$ cat config.mk
export PLATFORM = sky130hd
export DESIGN_NAME = wdog_nmi_top
export DESIGN_NICKNAME = d
export VERILOG_FILES = /design/src/rtl/wdog_pkg.sv /design/src/rtl/wdog_regs.sv /design/src/rtl/wdog_counter.sv /design/src/rtl/wdog_resp.sv /design/src/rtl/wdog_nmi_top.sv
export SDC_FILE = /design/constraint.sdc
export NUM_CORES = 1
export LEC_CHECK = 0
export CORE_MARGIN = 1
export CORE_UTILIZATION = 42
export DETAILED_ROUTE_END_ITERATION = 6
export GPL_TIMING_DRIVEN = 0
export PLACE_DENSITY_LB_ADDON = 0.25
export SETUP_SLACK_MARGIN = 0.1
export SLEW_MARGIN = 20
export SYNTH_ARGS = -nofsm -noshare
export SYNTH_HDL_FRONTEND = slang
export SYNTH_SLANG_ARGS = --single-unit
$ cat constraint.sdc
create_clock -name clk -period 1.3 [get_ports clk]
set_input_delay 0.39 -clock clk [delete_from_list [all_inputs] [get_ports clk]]
set_output_delay 0.39 -clock clk [all_outputs]
set_load 0.1 [all_outputs]
$ cat src/rtl/wdog_pkg.sv
package wdog_pkg;
  localparam int          WD_CNT_W   = 10;
  localparam int          WD_DATA_W  = 16;
  localparam int          KEY_W      = 4;
  localparam logic [3:0]  KEY_STOP   = 4'hA;
  localparam int          KICK_BIT   = 4;
  localparam int          MODE_LSB   = 5;
  localparam int          STAT_BIT   = 7;

  typedef enum logic [1:0] {
    MODE_RST  = 2'd0,
    MODE_NMI  = 2'd1,
    MODE_ESC  = 2'd2,
    MODE_NONE = 2'd3
  } resp_mode_e;

  typedef enum logic [1:0] {
    ACT_NONE = 2'd0,
    ACT_NMI  = 2'd1,
    ACT_RST  = 2'd2
  } resp_act_e;

  // Response chosen for a match, given the mode and the pending status flag.
  function automatic resp_act_e pick_action(resp_mode_e m, logic flag);
    case (m)
      MODE_RST: return ACT_RST;
      MODE_NMI: return ACT_NMI;
      MODE_ESC: return flag ? ACT_RST : ACT_NMI;
      default:  return ACT_NONE;
    endcase
  endfunction

  // Value returned in the run field.
  function automatic logic [KEY_W-1:0] key_readback(logic running);
    return running ? '0 : KEY_STOP;
  endfunction
endpackage

$ cat src/rtl/wdog_regs.sv
module wdog_regs
  import wdog_pkg::*;
#(
  parameter int CNT_W  = WD_CNT_W,
  parameter int DATA_W = WD_DATA_W
) (
  input  logic              clk,
  input  logic              rst_n,
  input  logic              unlock,
  input  logic              wr_en,
  input  logic              wr_sel,
  input  logic [DATA_W-1:0] wr_data,
  input  logic              rd_sel,
  input  logic              status,
  output logic [DATA_W-1:0] rd_data,
  output resp_mode_e        mode,
  output logic              running,
  output logic [CNT_W-1:0]  cmp,
  output logic              clr
);
  localparam int CTRL_W = STAT_BIT + 1;

  logic wr_ok, ctrl_wr, cmp_wr;
  logic [CTRL_W-1:0] ctrl_view;
  logic unused_wr_hi;

  assign wr_ok   = wr_en & unlock;
  assign ctrl_wr = wr_ok & ~wr_sel;
  assign cmp_wr  = wr_ok & wr_sel;
  assign clr     = ctrl_wr & wr_data[KICK_BIT];
  assign unused_wr_hi = ^wr_data[DATA_W-1:CNT_W];

  always_ff @(posedge clk or negedge rst_n) begin
    if (!rst_n) begin
      mode    <= MODE_RST;
      running <= 1'b0;
      cmp     <= '1;
    end else begin
      if (ctrl_wr) begin
        mode    <= resp_mode_e'(wr_data[MODE_LSB +: 2]);
        running <= (wr_data[KEY_W-1:0] != KEY_STOP);
      end
      if (cmp_wr) cmp <= wr_data[CNT_W-1:0];
    end
  end

  always_comb begin
    ctrl_view = '0;
    ctrl_view[KEY_W-1:0]       = key_readback(running);
    ctrl_view[MODE_LSB +: 2]   = mode;
    ctrl_view[STAT_BIT]        = status;
    rd_data = '0;
    if (rd_sel) rd_data[CNT_W-1:0]  = cmp;
    else        rd_data[CTRL_W-1:0] = ctrl_view;
  end

  // locked writes leave every field alone
  assert_locked_hold_R11: assert property (@(posedge clk) disable iff (!rst_n)
    (wr_en && !unlock) |=> ($stable(mode) && $stable(running) && $stable(cmp)));
  // stop key halts, other keys start
  assert_stop_key_R10: assert property (@(posedge clk) disable iff (!rst_n)
    (wr_en && unlock && !wr_sel && wr_data[KEY_W-1:0] == KEY_STOP) |=> !running);
  assert_run_key_R10: assert property (@(posedge clk) disable iff (!rst_n)
    (wr_en && unlock && !wr_sel && wr_data[KEY_W-1:0] != KEY_STOP) |=> running);
endmodule

$ cat src/rtl/wdog_counter.sv
module wdog_counter #(
  parameter int CNT_W = wdog_pkg::WD_CNT_W
) (
  input  logic             clk,
  input  logic             rst_n,
  input  logic             tick,
  input  logic             running,
  input  logic [CNT_W-1:0] cmp,
  input  logic             clr,
  output logic             match_evt
);
  logic [CNT_W-1:0] count;
  logic             adv;

  function automatic logic [CNT_W-1:0] next_count(
    logic [CNT_W-1:0] cur, logic step, logic hit, logic wipe);
    if (wipe || hit) return '0;
    if (step)        return cur + 1'b1;
    return cur;
  endfunction

  assign adv       = tick & running;
  assign match_evt = adv & (count == cmp);

  always_ff @(posedge clk or negedge rst_n) begin
    if (!rst_n) count <= '0;
    else        count <= next_count(count, adv, match_evt, clr);
  end

  // a match returns the counter to zero
  assert_wrap_R3: assert property (@(posedge clk) disable iff (!rst_n)
    match_evt |=> (count == '0));
  // idle cycles hold the count
  assert_hold_R2: assert property (@(posedge clk) disable iff (!rst_n)
    (!adv && !clr) |=> $stable(count));
  // a plain tick adds one
  assert_step_R2: assert property (@(posedge clk) disable iff (!rst_n)
    (adv && !match_evt && !clr) |=> (count == $past(count) + 1'b1));
  // a clear zeroes the counter
  assert_clear_R8: assert property (@(posedge clk) disable iff (!rst_n)
    clr |=> (count == '0));
endmodule

$ cat src/rtl/wdog_resp.sv
module wdog_resp
  import wdog_pkg::*;
(
  input  logic       clk,
  input  logic       rst_n,
  input  logic       match_evt,
  input  logic       clr,
  input  resp_mode_e mode,
  output logic       status,
  output logic       nmi_q,
  output logic       rst_q
);
  resp_act_e act;
  logic      fire;

  assign act  = pick_action(mode, status);
  assign fire = match_evt & ~clr;

  always_ff @(posedge clk or negedge rst_n) begin
    if (!rst_n) begin
      status <= 1'b0;
      nmi_q  <= 1'b0;
      rst_q  <= 1'b0;
    end else begin
      nmi_q <= fire && (act == ACT_NMI);
      rst_q <= fire && (act == ACT_RST);
      if (clr)                            status <= 1'b0;
      else if (fire && act == ACT_NMI)    status <= 1'b1;
    end
  end

  // never both responses at once
  assert_one_response_R4: assert property (@(posedge clk) disable iff (!rst_n)
    !(nmi_q && rst_q));
  // an NMI pulse is always accompanied by the flag
  assert_nmi_flag_R5: assert property (@(posedge clk) disable iff (!rst_n)
    nmi_q |-> status);
  // pending flag in escalation mode turns a match into a reset
  assert_escalate_R6: assert property (@(posedge clk) disable iff (!rst_n)
    (match_evt && !clr && mode == MODE_ESC && status) |=> (rst_q && status));
  // reserved mode stays silent
  assert_silent_R7: assert property (@(posedge clk) disable iff (!rst_n)
    (match_evt && mode == MODE_NONE) |=> (!nmi_q && !rst_q && status == $past(status)));
  // a clear beats a same-cycle match
  assert_clear_wins_R9: assert property (@(posedge clk) disable iff (!rst_n)
    clr |=> (!nmi_q && !rst_q && !status));
  // responses last one cycle for a single match
  assert_one_cycle_R3: assert property (@(posedge clk) disable iff (!rst_n)
    (!match_evt) |=> (!nmi_q && !rst_q));
endmodule

$ cat src/rtl/wdog_nmi_top.sv
module wdog_nmi_top
  import wdog_pkg::*;
#(
  parameter int CNT_W  = WD_CNT_W,
  parameter int DATA_W = WD_DATA_W
) (
  input  logic              clk,
  input  logic              rst_n,
  input  logic              tick,
  input  logic              unlock,
  input  logic              wr_en,
  input  logic              wr_sel,
  input  logic [DATA_W-1:0] wr_data,
  input  logic              rd_sel,
  output logic [DATA_W-1:0] rd_data,
  output logic              nmi_pulse,
  output logic              rst_req
);
  resp_mode_e       mode;
  logic             running, clr, match_evt, status;
  logic [CNT_W-1:0] cmp;

  wdog_regs #(.CNT_W(CNT_W), .DATA_W(DATA_W)) u_regs (
    .clk(clk), .rst_n(rst_n), .unlock(unlock), .wr_en(wr_en), .wr_sel(wr_sel),
    .wr_data(wr_data), .rd_sel(rd_sel), .status(status), .rd_data(rd_data),
    .mode(mode), .running(running), .cmp(cmp), .clr(clr)
  );

  wdog_counter #(.CNT_W(CNT_W)) u_cnt (
    .clk(clk), .rst_n(rst_n), .tick(tick), .running(running), .cmp(cmp),
    .clr(clr), .match_evt(match_evt)
  );

  wdog_resp u_resp (
    .clk(clk), .rst_n(rst_n), .match_evt(match_evt), .clr(clr), .mode(mode),
    .status(status), .nmi_q(nmi_pulse), .rst_q(rst_req)
  );

  // nothing is requested in the first cycle after reset
  assert_quiet_after_reset_R1: assert property (@(posedge clk) disable iff (!rst_n)
    $rose(rst_n) |-> (!nmi_pulse && !rst_req));
endmodule

==> Word level (Yosys, flattened, before mapping) <==
Index checks and enable logic that the tools add are counted.
{ "word_totals": {"out_inout_bits": 18, "elab_cells": 43, "regBits": 26, "input_bits": 23} }
{ "op_classes": {"add_sub_neg": 1, "eq_ne": 6, "muxes": 14, "bitwise_logic": 9, "n_reduce_logical": 6} }
{ "op_table": {"columns": ["op", "count"], "rows": [
  ["10-bit two-way mux", 4],
  ["10-bit by 1-bit adder with 10-bit output, second input constant", 1],
  ["10-bit == test", 1],
  ["8-bit two-way mux", 1],
  ["1-bit bitwise AND", 7],
  ["2-bit case mux with 3 select lines", 1],
  ["1-bit two-way mux", 5],
  ["2-bit by 1-bit == test with 1-bit output, second input constant", 2],
  ["2-bit == test, second input constant", 2],
  ["2-bit two-way mux", 2],
  ["4-bit two-way mux", 1],
  ["4-bit != test, second input constant", 1],
  ["2-bit nonzero test", 2],
  ["1-bit logical AND", 2],
  ["2-bit logical NOT", 1],
  ["1-bit NOT", 2],
  ["1-bit logical OR", 1]
]} }

==> Depth between registers and ports, before layout <==
Gate-level depths: netlist of run 1.
{ "depth": {"ltp_word": 8, "ltp_mapped": 5, "ltp_nobuf": 4} }

==> Modules after synthesis <==
From an unflattened synthesis of run 1, not the netlist that was laid out.
{ "unflattened": {"cells_unflattened": 127, "area_unflattened_um2": 1418.9} }
{ "by_module_without_submodules": {"columns": ["module", "seq_area_each_um2", "instances", "cells_per_inst", "area_per_inst_um2"], "rows": [
  ["wdog_regs", 337.8, 1, 52, 663.1],
  ["wdog_counter", 250.2, 1, 63, 614.3],
  ["wdog_resp", 75.1, 1, 12, 141.4]
]} }

==> Worst setup path before layout of run 1 <==
No wires, ideal clock.
{ "synth_timing": {"kind": "in2out", "start": "input rd_sel", "end": "output rd_data[6]", "slack_ns": -1.777, "stages": 2, "arrival_time_ns": 2.687, "cell_sequence": "clkbuf_1 -> o21ai_0"} }
{ "synth_via": {"elab_chain_cells": 1} }
{ "synth_lines": {"columns": ["element", "line", "source"], "rows": [
  ["start: declaration", "wdog_nmi_top.sv:14", "input logic rd_sel,"],
  ["8-bit two-way mux", "wdog_regs.sv:53", "if (rd_sel) rd_data[CNT_W-1:0] = cmp;"],
  ["end: declaration", "wdog_nmi_top.sv:15", "output logic [DATA_W-1:0] rd_data,"]
]} }
No other way between the ends.

==> Worst setup path after layout of run 1 <==
{ "layout_timing": {"start": "register u_regs.cmp[9]", "end": "register u_cnt.count[2]"} }
{ "layout_via": {"elab_chain_cells": 5, "elab_cells_between_ends": 6} }
{ "layout_lines": {"columns": ["element", "line", "source"], "rows": [
  ["start: declaration", "wdog_regs.sv:18", "output logic [CNT_W-1:0] cmp,"],
  ["start signal: assignment", "wdog_regs.sv:43", "if (cmp_wr) cmp <= wr_data[CNT_W-1:0];"],
  ["10-bit == test *", "wdog_counter.sv:23", "assign match_evt = adv & (count == cmp);"],
  ["1-bit bitwise AND *", "wdog_counter.sv:23", null],
  ["1-bit logical OR *", "wdog_counter.sv:17", "if (wipe || hit) return '0;"],
  ["1-bit two-way mux *", "wdog_counter.sv:17", null],
  ["10-bit two-way mux / 2-bit nonzero test (equally long branches)", null, null],
  ["end signal: assignment", "wdog_counter.sv:27", "else count <= next_count(count, adv, match_evt, clr);"],
  ["end: declaration", "wdog_counter.sv:12", "logic [CNT_W-1:0] count;"]
]} }
Every way passes the cells marked *; elsewhere a longest branch is shown, timed or not.
A chain may end at the register's enable or synchronous reset.

==> results_tabular.tex, run 1 <==
\begin{tabular}{lr}
\hline
Metric & Value \\
\hline
\multicolumn{2}{l}{\textbf{Setup path}} \\
\quad Count of cells along the worst register-to-register path & 7 \\
\quad Worst-case register-to-register setup slack & -0.37 ns \\
\quad Type of destination of the critical path & flip-flop \\
\quad Capture point of the critical path & u\_cnt.count[2] \\
\quad Worst r2r dst & u\_cnt.count[2] \\
\quad CP Max Fanout & 10 \\
\quad Type of element launching the critical path & flip-flop \\
\quad Worst path required time & 1.55 ns \\
\quad Arrival @ worst endpoint & 1.92 ns \\
\quad Reg2Reg Launch Point & u\_regs.cmp[9] \\
\quad Path type of the worst setup path & flip-flop to flip-flop \\
\quad First element of the critical path & u\_regs.cmp[9] \\
\multicolumn{2}{l}{\textbf{Logic synthesis}} \\
\quad Post-synthesis share of cell area spent on full adders, half adders and majority gates & 0.8905\% \\
\quad Synth Area per Inst & 10.81 µm² \\
\quad Library cells used by synthesis & 28 \\
\quad Post-synthesis xor/xnor area fraction & 12.47\% \\
\quad Post-synthesis mux area share & 10.33\% \\
\quad Post-synthesis sequential area ratio & 47.20\% \\
\quad Post-synth design cell area & 0.001405 mm² \\
\quad YS warnings & 0 \\
\quad Area fraction in compound gates after synthesis & 3.918\% \\
\quad Area share of and/or/nand/nor cells after synthesis & 19.15\% \\
\quad Number of instances in the synthesized netlist & 130 \\
\quad Dominant combinational cell family by area after synthesis & simple AND/OR/NAND/NOR gates \\
\quad Number of flip-flops and latches in the synthesized netlist & 26 \\
\multicolumn{2}{l}{\textbf{CTS}} \\
\quad Clock latency reported for the late side of the worst-skew pair & 0.34 ns \\
\quad CTS clk-pin slew, worst paths & 0.15 ns \\
\quad CTS tree & yes \\
\quad Clock Tree Root & sky130\_fd\_sc\_hd\_\_clkbuf\_4 \\
\quad TritonCTS Sinks & 26 \\
\quad Number of clock buffers inserted by TritonCTS & 3 \\
\quad CTS Buffer Depth & 2 \\
\quad Cts hold-fix bufs & 0 \\
\quad Number of H-tree levels & 1 \\
\multicolumn{2}{l}{\textbf{Global route}} \\
\quad Largest net degree at the start of global routing & 27 \\
\quad Number of antenna violations at the first check in global routing & 0 \\
\quad GRT Overall Usage & 23.26\% \\
\quad Vias in the first global route & 1239 \\
\quad Grt total ovfl & 0 \\
\quad First-pass GRT wire length & 5920 µm \\
\multicolumn{2}{l}{\textbf{Worst hold path}} \\
\quad Kind of path behind the tightest hold check & input pin to async pin \\
\multicolumn{2}{l}{\textbf{Timing}} \\
\quad Final Slew Violations & 0 \\
\quad Final WS setup & -0.3686 ns \\
\quad Period utilisation layout & 128.4\% \\
\quad Slew at the pin closest to its max-slew limit & 0.5915 ns \\
\quad Number of setup violations in the final report & 25 \\
\quad Worst slew slack as a fraction of its limit & 60.56\% \\
\quad Hold violation total from the final report & 0 \\
\quad Fin Clk Skew & 0.004441 ns \\
\quad Unrepaired setup endpoints after global routing & true \\
\quad Max Clk Rate & 599.3 MHz \\
\quad Final critical path time including I/O delays and setup & 1.669 ns \\
\multicolumn{2}{l}{\textbf{Outcome}} \\
\quad Result of the run & complete, but fails checks \\
\quad Violated checks & setup timing \\
\multicolumn{2}{l}{\textbf{Layout}} \\
\quad Most frequent standard cell in the layout excluding fill and tap cells & sky130\_fd\_sc\_hd\_\_xor2\_1 \\
\quad Area grow syn2layout & 61.18\% \\
\quad Final antenna diode count & 0 \\
\quad Proportion of layout cells with a drive suffix above 1 & 58.01\% \\
\quad Nets@finish & 206 \\
\quad Commonest non-fill, non-tap cells in the layout & sky130\_fd\_sc\_hd\_\_xor2\_1, sky130\_fd\_sc\_hd\_\_buf\_4, sky130\_fd\_sc\_hd\_\_dfrtp\_1 \\
\multicolumn{2}{l}{\textbf{Placement}} \\
\quad Post-Place Worst Slack & -1.642 ns \\
\quad Sum of net half-perimeters after detailed placement & 2360 µm \\
\quad GPL Wtd Cong & 0.7746 \\
\quad Port-buffer cells & 28 \\
\multicolumn{2}{l}{\textbf{Routing}} \\
\quad Average via count per standard cell & 5.009 \\
\quad Post-DRT Antenna Nets & 0 \\
\quad Final WL & 3790 µm \\
\quad Number of vias in the routed layout & 1127 \\
\quad DRC viols & 0 \\
\quad Violation count after the first detailed-route iteration & 38 \\
\quad Pre-Repair DR Iteration Count & 4 \\
\quad Wire per inst & 16.84 µm \\
\multicolumn{2}{l}{\textbf{Job}} \\
\quad Number of max-capacitance violations reported & 0 \\
\multicolumn{2}{l}{\textbf{Die}} \\
\quad Placeable core area & 0.003103 mm² \\
\quad Starting density of the core & 45.28\% \\
\quad Chip Width & 59.84 µm \\
\quad Height of the die & 59.84 µm \\
\quad \# rows & 20 \\
\quad Area of the die & 0.003581 mm² \\
\quad Boundary Pins & 41 \\
\multicolumn{2}{l}{\textbf{Power and ir drop}} \\
\quad P per Cell Area & 1435 mW/mm² \\
\quad Leak & 0.9739 nW \\
\quad Peak supply drop & 0.9677 mV \\
\quad Post-route total power & 0.003250 W \\
\hline
\end{tabular}
-- stage by stage --
stage               cells  hold WS (ns)  cell area [µm²]  setup TNS [ns]  util (%)
floorplan             135       0.09441             1578          -2.202         -
global placement      207        0.4915             1913          -39.23     61.65
detailed placement    207        0.4240             1908          -29.39     61.49
CTS                   222       0.05255             2206          -6.580     71.09
global route          225       0.04894             2265          -9.503     72.98
finish                225       0.02260             2265          -7.945     72.98
-- flip-flops by register name, summed over array words and instances (netlist names) --
name / cells
u_cnt.count: 10
u_regs.mode: 2
u_resp.status: 1
u_regs.running: 1
u_regs.cmp: 10
u_resp.nmi_q: 1
u_resp.rst_q: 1
-- report_power, final --
part / switching [W] / leakage (nW) / internal [W]
Combinational: 0.000862 / 0.635 / 0.000630
Sequential: 0.000179 / 0.311 / 0.000989
Clock: 0.000278 / 0.0279 / 0.000312
-- kinds of logic (layout without fill, tap and decap cells) --
group                    after synthesis  count (layout)
AND/OR/NAND/NOR                       46              46
flip-flops                            26              26
XOR/XNOR                              20              20
buffers and inverters                 14              60
multiplexers                          13              13
AO/OA/AOI/OAI                          9               9
adder cells (fa/ha/maj)                1               1
other                                  1               6
-- worst min path at each step --
stage | depth (start not counted) | from | end
after floorplan | 0 | rst_n | u_cnt.count[0]
after global placement | 2 | u_regs.cmp[4] | u_regs.cmp[4]
after detailed placement | 1 | rst_n | u_cnt.count[9]
after CTS | 1 | rst_n | u_cnt.count[9]
after global routing | 1 | rst_n | u_cnt.count[7]
final | 1 | rst_n | u_cnt.count[9]
-- layer usage --
| layer | wire, µm | global-route usage (%) |
|---|---|---|
| met3 | 104 | 2.597 |
| met1 | 1618 | 28.43 |
| met5 | 0 | 0 |
| met2 | 2002 | 41.75 |
| met4 | 65 | 8.638 |
-- timing repair --
| action | 4_1_cts | 5_1_grt |
|---|---|---|
| cloned | 1 | 0 |
| setup buffers | 10 | 4 |
| pin swaps | 2 | 5 |
| gates resized for setup | 126 | 6 |
| endpoints found under the setup margin | 35 | 25 |
| hold endpoints to repair | 0 | 0 |
-- critical path: stages (launching register included) --
cell and delay, ns:
sky130_fd_sc_hd__dfstp_2 0.58, sky130_fd_sc_hd__buf_6 0.10, sky130_fd_sc_hd__xor2_2 0.07, sky130_fd_sc_hd__nor4_2 0.27, sky130_fd_sc_hd__buf_4 0.17, sky130_fd_sc_hd__and3_4 0.20
sky130_fd_sc_hd__buf_12 0.14, sky130_fd_sc_hd__nor3_2 0.04
-- layout make-up --
type / instances / area [µm²]
sequential: 26 / 668.1
clock inverter: 1 / 30.03
timing repair buffer: 42 / 494.2
inverter: 3 / 11.26
clock buffer: 3 / 22.52
multi-input combinational: 95 / 867.1
fill: 220 / 838.3
buffer: 11 / 116.4
tap: 44 / 55.05
-- synthesized netlist by cell type (all sizes together) --
master | number | area, µm²
xor2 | 20 | 175.2
dfrtp | 16 | 400.4
nor3 | 13 | 65.06
mux2 | 12 | 135.1
dfstp | 10 | 262.8
buf | 9 | 62.56
nand2 | 8 | 32.54
and2 | 6 | 37.54
nand3 | 6 | 30.03
o21ai | 6 | 30.03
nand4 | 4 | 25.02
inv | 3 | 11.26
a21oi | 2 | 10.01
and3 | 2 | 13.77
and4 | 2 | 18.77
clkbuf | 2 | 7.510
nor4 | 2 | 25.02
a2111oi | 1 | 15.01
conb | 1 | 3.750
ha | 1 | 12.51
mux2i | 1 | 10.01
nand3b | 1 | 7.510
nor2 | 1 | 3.750
nor4bb | 1 | 10.01
Power figures use the tool's default switching activity.
==> inputs of run 2 (changes only) <==
- CORE_MARGIN: 1 -> default
- CTS_CLUSTER_SIZE: default -> 24
==> results of run 2 <==
The final DEF is identical to that of run 1; final timing and power are the same.
